**src/rtl/wsr_bank_pkg.sv**
```systemverilog
package wsr_bank_pkg;

    localparam int unsigned IDX_W = 3;
    localparam int unsigned SLOTS = 1 << IDX_W;

    typedef enum logic [IDX_W-1:0] {
        SLOT_MOD   = 3'd0,
        SLOT_RND   = 3'd1,
        SLOT_URND  = 3'd2,
        SLOT_ACC   = 3'd3,
        SLOT_K0_LO = 3'd4,
        SLOT_K0_HI = 3'd5,
        SLOT_K1_LO = 3'd6,
        SLOT_K1_HI = 3'd7
    } slot_e;

    // Pending state of one staged register
    typedef enum logic [1:0] {
        ST_CLEAN  = 2'd0,
        ST_HELD   = 2'd1,
        ST_POISON = 2'd2
    } stage_e;

endpackage

```
**src/rtl/wsr_stage_reg.sv**
```systemverilog
module wsr_stage_reg
    import wsr_bank_pkg::*;
#(
    parameter int unsigned W = 256
) (
    input  logic         clk_i,
    input  logic         rst_ni,
    input  logic         start_i,
    input  logic         commit_i,
    input  logic         abort_i,
    input  logic         wipe_i,
    input  logic         wr_i,
    input  logic [W-1:0] wr_data_i,
    output logic [W-1:0] value_o
);

    stage_e         state_q, state_d;
    logic [W-1:0]   value_q;
    logic [W-1:0]   pend_q;
    logic           clear_val;
    logic           load_val;
    logic           load_pend;

    // State register
    always_ff @(posedge clk_i or negedge rst_ni) begin
        if (!rst_ni) begin
            state_q <= ST_CLEAN;
        end else begin
            state_q <= state_d;
        end
    end

    // Next state: restart > drop > retire > poison > stage
    always_comb begin
        state_d = state_q;
        unique case (state_q)
            ST_CLEAN, ST_HELD, ST_POISON: begin
                if (start_i || abort_i || commit_i) begin
                    state_d = ST_CLEAN;
                end else if (wipe_i) begin
                    state_d = ST_POISON;
                end else if (wr_i) begin
                    state_d = ST_HELD;
                end
            end
            default: state_d = ST_CLEAN;
        endcase
    end

    // Outputs of the machine: data register controls
    always_comb begin
        clear_val = start_i;
        load_val  = 1'b0;
        load_pend = 1'b0;
        unique case (state_q)
            ST_HELD: begin
                load_val  = !start_i && !abort_i && commit_i;
                load_pend = !start_i && !abort_i && !commit_i && !wipe_i && wr_i;
            end
            ST_CLEAN, ST_POISON: begin
                load_pend = !start_i && !abort_i && !commit_i && !wipe_i && wr_i;
            end
            default: begin
                load_pend = 1'b0;
            end
        endcase
    end

    always_ff @(posedge clk_i or negedge rst_ni) begin
        if (!rst_ni) begin
            value_q <= '0;
            pend_q  <= '0;
        end else begin
            if (clear_val) begin
                value_q <= '0;
            end else if (load_val) begin
                value_q <= pend_q;
            end
            if (load_pend) begin
                pend_q <= wr_data_i;
            end
        end
    end

    assign value_o = value_q;

endmodule

```
**src/rtl/wsr_key_window.sv**
```systemverilog
module wsr_key_window #(
    parameter int unsigned DATA_W = 256,
    parameter int unsigned KEY_W  = 384
) (
    input  logic [KEY_W-1:0]  key_i,
    input  logic              valid_i,
    output logic [DATA_W-1:0] lo_o,
    output logic [DATA_W-1:0] hi_o
);

    localparam int unsigned PAD_W = 2 * DATA_W - KEY_W;

    logic [2*DATA_W-1:0] padded;

    assign padded = {{PAD_W{1'b0}}, key_i};
    assign lo_o   = valid_i ? padded[DATA_W-1:0]        : '0;
    assign hi_o   = valid_i ? padded[2*DATA_W-1:DATA_W] : '0;

endmodule

```
**src/rtl/wsr_read_mux.sv**
```systemverilog
module wsr_read_mux
    import wsr_bank_pkg::*;
#(
    parameter int unsigned DATA_W = 256,
    parameter int unsigned WORD_W = 32
) (
    input  logic [DATA_W-1:0] slot_val_i [SLOTS],
    input  logic [SLOTS-1:0]  slot_has_i,
    input  logic [IDX_W-1:0]  idx_i,
    output logic [DATA_W-1:0] data_o,
    output logic [WORD_W-1:0] word_o,
    output logic              has_o
);

    always_comb begin
        data_o = slot_val_i[idx_i];
        has_o  = slot_has_i[idx_i];
    end

    assign word_o = data_o[WORD_W-1:0];

endmodule

```
**src/rtl/wsr_bank.sv**
```systemverilog
module wsr_bank
    import wsr_bank_pkg::*;
#(
    parameter int unsigned DATA_W = 256,
    parameter int unsigned KEY_W  = 384,
    parameter int unsigned WORD_W = 32
) (
    input  logic              clk_i,
    input  logic              rst_ni,
    input  logic              start_i,
    input  logic              commit_i,
    input  logic              abort_i,
    input  logic              wipe_i,
    input  logic              wr_en_i,
    input  logic [2:0]        wr_idx_i,
    input  logic [DATA_W-1:0] wr_data_i,
    input  logic [2:0]        rd_idx_i,
    output logic [DATA_W-1:0] rd_data_o,
    output logic [WORD_W-1:0] rd_word_o,
    output logic              rd_has_value_o,
    output logic              idx_ok_o,
    input  logic [DATA_W-1:0] rnd_data_i,
    input  logic [DATA_W-1:0] urnd_data_i,
    input  logic              key0_valid_i,
    input  logic [KEY_W-1:0]  key0_data_i,
    input  logic              key1_valid_i,
    input  logic [KEY_W-1:0]  key1_data_i
);

    localparam int unsigned N_PLAIN = 2;
    localparam int unsigned N_KEYS  = 2;

    logic [DATA_W-1:0] plain_val [N_PLAIN];
    logic [KEY_W-1:0]  key_data  [N_KEYS];
    logic [N_KEYS-1:0] key_vld;
    logic [DATA_W-1:0] key_lo    [N_KEYS];
    logic [DATA_W-1:0] key_hi    [N_KEYS];
    logic [DATA_W-1:0] slot_val  [SLOTS];
    logic [SLOTS-1:0]  slot_has;

    assign key_data[0] = key0_data_i;
    assign key_data[1] = key1_data_i;
    assign key_vld     = {key1_valid_i, key0_valid_i};

    // Staged registers: modulus and accumulator
    for (genvar g = 0; g < N_PLAIN; g++) begin : g_plain
        localparam logic [IDX_W-1:0] MY_IDX = (g == 0) ? SLOT_MOD : SLOT_ACC;
        logic wr_hit;
        assign wr_hit = wr_en_i && (wr_idx_i == MY_IDX);
        wsr_stage_reg #(.W(DATA_W)) u_stage (
            .clk_i     (clk_i),
            .rst_ni    (rst_ni),
            .start_i   (start_i),
            .commit_i  (commit_i),
            .abort_i   (abort_i),
            .wipe_i    (wipe_i),
            .wr_i      (wr_hit),
            .wr_data_i (wr_data_i),
            .value_o   (plain_val[g])
        );
    end

    // Key windows, combinational from the sideload inputs
    for (genvar k = 0; k < N_KEYS; k++) begin : g_key
        wsr_key_window #(.DATA_W(DATA_W), .KEY_W(KEY_W)) u_win (
            .key_i   (key_data[k]),
            .valid_i (key_vld[k]),
            .lo_o    (key_lo[k]),
            .hi_o    (key_hi[k])
        );
    end

    always_comb begin
        slot_val[SLOT_MOD]   = plain_val[0];
        slot_val[SLOT_RND]   = rnd_data_i;
        slot_val[SLOT_URND]  = urnd_data_i;
        slot_val[SLOT_ACC]   = plain_val[1];
        slot_val[SLOT_K0_LO] = key_lo[0];
        slot_val[SLOT_K0_HI] = key_hi[0];
        slot_val[SLOT_K1_LO] = key_lo[1];
        slot_val[SLOT_K1_HI] = key_hi[1];
        slot_has             = {key_vld[1], key_vld[1], key_vld[0], key_vld[0], 4'b1111};
    end

    wsr_read_mux #(.DATA_W(DATA_W), .WORD_W(WORD_W)) u_mux (
        .slot_val_i (slot_val),
        .slot_has_i (slot_has),
        .idx_i      (rd_idx_i),
        .data_o     (rd_data_o),
        .word_o     (rd_word_o),
        .has_o      (rd_has_value_o)
    );

    // A 3-bit index always names a slot
    assign idx_ok_o = 1'b1;

endmodule

```
**config.mk**
```make
export PLATFORM = sky130hd
export DESIGN_NAME = wsr_bank
export DESIGN_NICKNAME = d
export VERILOG_FILES = /design/src/rtl/wsr_bank_pkg.sv /design/src/rtl/wsr_stage_reg.sv /design/src/rtl/wsr_key_window.sv /design/src/rtl/wsr_read_mux.sv /design/src/rtl/wsr_bank.sv
export SDC_FILE = /design/constraint.sdc
export NUM_CORES = 2
export LEC_CHECK = 0
export CAP_MARGIN = 30
export CORE_AREA = 2 2 715 717
export CTS_BUF_LIST = sky130_fd_sc_hd__clkbuf_16
export CTS_CLUSTER_SIZE = 20
export DETAILED_ROUTE_END_ITERATION = 8
export DIE_AREA = 0 0 717 719
export PLACE_DENSITY = 0.37
export SYNTH_ARGS = -nofsm -noshare
export SYNTH_HDL_FRONTEND = slang
export SYNTH_HIERARCHICAL = 1
export SYNTH_SLANG_ARGS = --single-unit
```
**constraint.sdc**
```tcl
create_clock -name clk_i -period 2.2 [get_ports clk_i]
set_input_delay 0.33 -clock clk_i [delete_from_list [all_inputs] [get_ports clk_i]]
set_output_delay 0.33 -clock clk_i [all_outputs]
set_load 0.1 [all_outputs]
```
==> flow_results.xml <==
<?xml version="1.0" encoding="UTF-8"?>
<metrics>
  <group name="power">
    <metric name="p_comb_share" unit="%">30.3</metric>
    <metric name="design_power_total" unit="mW">60.15</metric>
    <metric name="power.static_leakage" unit="nW">44.76</metric>
    <metric name="power.share.switching" unit="%">31.87</metric>
    <metric name="irDropWorstVdd" unit="mV">0.4364</metric>
    <metric name="p_sw" unit="mW">19.17</metric>
    <metric name="clkPwrFrac" unit="%">36.0</metric>
    <metric name="power_frac_seq" unit="%">33.7</metric>
    <metric name="power.density_cell_area" unit="nW/um^2">589.3</metric>
    <metric name="power.internal" unit="mW">40.98</metric>
  </group>
  <group name="setup_path">
    <metric name="cp_slowest_stage_delay" unit="ps">550</metric>
    <metric name="worst_setup_path_start_kind" unit="">register</metric>
    <metric name="timing.critical_path.slowest_stage_cell" unit="">sky130_fd_sc_hd__mux4_2</metric>
    <metric name="critical_path_class" unit="">reg -&gt; out</metric>
    <metric name="crit_path_end_kind" unit="">primary output</metric>
    <metric name="worstPathCellList" unit="">mux4_2 -&gt; mux2_4 -&gt; buf_12</metric>
    <metric name="crit_arrival" unit="ps">2320</metric>
    <metric name="worst_ep_required_time" unit="ps">1870</metric>
    <metric name="critPathMaxFanout" unit="">2</metric>
  </group>
  <group name="routing">
    <metric name="final_antenna_net_count" unit="">0</metric>
    <metric name="detail_route.first_pass.iterations" unit="">5</metric>
    <metric name="routed_wl" unit="mm">492.5</metric>
    <metric name="avgViaCountPerCell" unit="">3.715</metric>
    <metric name="dr_total_vias" unit="">50637</metric>
    <metric name="drt_drc_violations_left" unit="">0</metric>
    <metric name="initialDrtViolationCount" unit="">3954</metric>
    <metric name="drt-wirelength-per-cell" unit="um">36.13</metric>
  </group>
  <group name="logic_synthesis">
    <metric name="yosysUniqueCellTypes" unit="">26</metric>
    <metric name="yosys_register_bits" unit="">1028</metric>
    <metric name="ys_warn_count" unit="">6</metric>
    <metric name="syn_inst" unit="">4304</metric>
    <metric name="synth_seq_area_share" unit="%">41.35</metric>
    <metric name="synthesis.area" unit="sq um">62210</metric>
    <metric name="synth.avg_cell_area" unit="sq um">14.45</metric>
  </group>
  <group name="timing">
    <metric name="grt_setup_unrepaired" unit="">yes</metric>
    <metric name="post-route-period-util" unit="%">120.4</metric>
    <metric name="report.final.setup_viol" unit="">482</metric>
    <metric name="finalMaxSlewViolations" unit="">0</metric>
    <metric name="fin_worst_skew" unit="ps">36.33</metric>
    <metric name="totalNegativeSetupSlack" unit="ps">-103410</metric>
    <metric name="whs" unit="ps">156.7</metric>
    <metric name="relSlewSlack" unit="%">42.85</metric>
    <metric name="period_minus_slack" unit="ps">2649</metric>
    <metric name="hold_viol" unit="">0</metric>
    <metric name="layout_setup_ws" unit="ps">-449.5</metric>
    <metric name="maxClockFrequency" unit="GHz">0.3774</metric>
    <metric name="tightest_slew" unit="ps">857.3</metric>
  </group>
  <group name="clock_tree">
    <metric name="cts-root-buf" unit="">sky130_fd_sc_hd__clkbuf_16</metric>
    <metric name="cts_tree" unit="">done</metric>
    <metric name="cts.htree.levels" unit="">4</metric>
    <metric name="cts_inserted_buffers" unit="">136</metric>
    <metric name="cts.sinks" unit="">1028</metric>
    <metric name="clk_transition_reported_paths" unit="ps">60</metric>
    <metric name="buffer_levels_on_the_longest_clock_path" unit="">4</metric>
    <metric name="clk_latency" unit="ps">820</metric>
  </group>
  <group name="grt">
    <metric name="antenna_found_initial" unit="">474</metric>
    <metric name="vias_in_the_first_global_route" unit="">53188</metric>
    <metric name="largest_net_degree_at_the_start_of_global_routing" unit="">95</metric>
    <metric name="first_pass_grt_wire_length" unit="mm">611.4</metric>
    <metric name="groute.usage.overall" unit="%">18.36</metric>
    <metric name="global_route.overflow_total" unit="">0</metric>
  </group>
  <group name="place">
    <metric name="numPlacedInstances" unit="">12983</metric>
    <metric name="port_buffers" unit="">1839</metric>
    <metric name="placement.cell_area" unit="sq um">93780</metric>
    <metric name="detailed_place_hpwl" unit="mm">422.6</metric>
    <metric name="routabilityCongestion" unit="">0.9415</metric>
  </group>
  <group name="floorplanning">
    <metric name="chipHeight" unit="um">719</metric>
    <metric name="io-pin-count" unit="">1841</metric>
    <metric name="initial_core_util" unit="%">12.25</metric>
    <metric name="core_region_area" unit="sq um">507800</metric>
    <metric name="die_area" unit="sq um">515500</metric>
    <metric name="fp.dieW" unit="um">717</metric>
    <metric name="rows" unit="">262</metric>
  </group>
  <group name="cells_and_area">
    <metric name="fill_cells" unit="">54636</metric>
    <metric name="post_route_cell_area" unit="sq um">102100</metric>
    <metric name="finish.cell_count_without_fillers" unit="">13630</metric>
    <metric name="syn2layout_area_growth" unit="%">64.07</metric>
    <metric name="final_net_count" unit="">8196</metric>
    <metric name="drive_above_1_share" unit="%">38.73</metric>
  </group>
  <group name="flow_run">
    <metric name="timing.max_cap.violations" unit="">0</metric>
  </group>
  <group name="outcome">
    <metric name="violated_checks" unit="">setup timing</metric>
    <metric name="outcome" unit="">finished, violations left</metric>
  </group>
  <group name="min_path">
    <metric name="min_path_type" unit="">in -&gt; async</metric>
  </group>
</metrics>
per-stage QoR:
stage               util, %  setup slack (ps)
finish                20.10            -449.5
global route          20.05            -605.0
CTS                   19.83            -632.7
detailed placement    18.47            -694.5
global placement      18.47            -753.3
floorplan                 -             4.684
synthesized netlist by cell type (all sizes together):
cell    number  area share (%)
mux4       514              19
a2111o       2           0.036
nand2        2           0.012
a21oi        2           0.016
dfrtp     1028              41
and4b        1           0.016
nor4b        1           0.024
a22o       512             7.2
buf        456             6.5
conb         3           0.018
nor2         4           0.024
o31a         2           0.028
nor3         2           0.016
or3          2           0.020
mux2       769              17
inv          4           0.024
clkbuf     230             1.6
nor4         2           0.020
and2       768             7.7
power by group through the flow:
stage / registers (mW) / clock network, mW / logic [mW]
2_1_floorplan: 20.3 / 0 / 9.25
3_3_place_gp: 20.6 / 0 / 17.8
3_5_place_dp: 20.6 / 0 / 17.9
4_1_cts: 20.3 / 22.3 / 18.4
5_1_grt: 20.3 / 23.1 / 18.9
6_report: 20.3 / 21.7 / 18.2
cell families (layout without fill, tap and decap cells):
group | Yosys count | in the layout | synth area share, %
multiplexers | 1283 | 1283 | 35.43
AO/OA/AOI/OAI | 518 | 518 | 7.289
AND/OR/NAND/NOR | 782 | 782 | 7.856
buffers and inverters | 690 | 2875 | 8.059
flip-flops | 1028 | 1028 | 41.35
other | 3 | 412 | 0.01810
placed cells by master (no fill, tap or decap), types with 3 or more instances in the layout:
master and instances:
sky130_fd_sc_hd__a22o_1 512, sky130_fd_sc_hd__and2_1 760, sky130_fd_sc_hd__and2_4 8, sky130_fd_sc_hd__buf_12 415
sky130_fd_sc_hd__buf_16 21, sky130_fd_sc_hd__buf_4 600, sky130_fd_sc_hd__buf_6 21, sky130_fd_sc_hd__buf_8 9
sky130_fd_sc_hd__bufbuf_16 7, sky130_fd_sc_hd__bufinv_16 9, sky130_fd_sc_hd__clkbuf_16 153, sky130_fd_sc_hd__clkdlybuf4s50_1 1544
sky130_fd_sc_hd__clkinv_1 27, sky130_fd_sc_hd__clkinv_2 21, sky130_fd_sc_hd__clkinv_4 4, sky130_fd_sc_hd__clkinv_8 3
sky130_fd_sc_hd__clkinvlp_4 4, sky130_fd_sc_hd__conb_1 261, sky130_fd_sc_hd__dfrtp_1 987, sky130_fd_sc_hd__dfrtp_2 41
sky130_fd_sc_hd__diode_2 151, sky130_fd_sc_hd__inv_1 29, sky130_fd_sc_hd__inv_6 7, sky130_fd_sc_hd__mux2_2 33
sky130_fd_sc_hd__mux2_4 736, sky130_fd_sc_hd__mux4_2 514, sky130_fd_sc_hd__nor2_1 4
worst max-delay path, delay by kind of cell, from the launching register on:
kind,cells,cell delay [ps]
flops,1,450
buf+inv,1,170
mux,2,870
worst paths after layout:
path                                                start                              end  slack [ps]  depth (start not counted)
max                        g_plain[0].u_stage/value_o[76]                    rd_data_o[76]        -450                          3
min                                                rst_ni  g_plain[1].u_stage/value_o[138]         160                          2
max reg2reg                 g_plain[1].u_stage/state_q[1]   g_plain[1].u_stage/pend_q[114]        -160                          6
min reg2reg                g_plain[0].u_stage/pend_q[239]  g_plain[0].u_stage/value_o[239]         490                          1
max in group asynchronous                          rst_ni    g_plain[1].u_stage/value_o[5]         940                          3
min in group clk_i                         wr_data_i[232]   g_plain[0].u_stage/pend_q[232]         160                          2
layer usage:
metal  wire length, um  GRT usage (%)  up-vias
li1                  -              -    20547
met2            240700          31.44     2409
met4             16530          5.825      216
met1            187900          21.11    26584
met5              1403              0        -
met3             46000          6.727      881
registers in the layout, summed over array words and instances, names as in the netlist:
| name | count |
|---|---|
| g_plain.u_stage/pend_q | 512 |
| g_plain.u_stage/state_q | 4 |
| g_plain.u_stage/value_o | 512 |
what timing repair did:
action / CTS / global route
setup endpoints to repair: 298 / 549
hold buffers: 1 / 0
pin swaps: 2 / 3
hold endpoints to repair: 145 / 0
gates cloned: 13 / 15
resized for setup: 299 / 45
setup buffers: 160 / 70
cell type report:
type	instances	area [sq um]	area share (%)
Clock inverter	100	745.7	0.7306
Multi-Input combinational cell	2844	33440	32.77
Tap cell	6732	8423	8.253
Clock buffer	140	3503	3.432
Inverter	4	15.01	0.01471
Sequential cell	1028	25780	25.25
Antenna cell	151	377.9	0.3702
Timing Repair Buffer	2631	29780	29.18
Note: power is estimated with default switching activity, not from simulation.
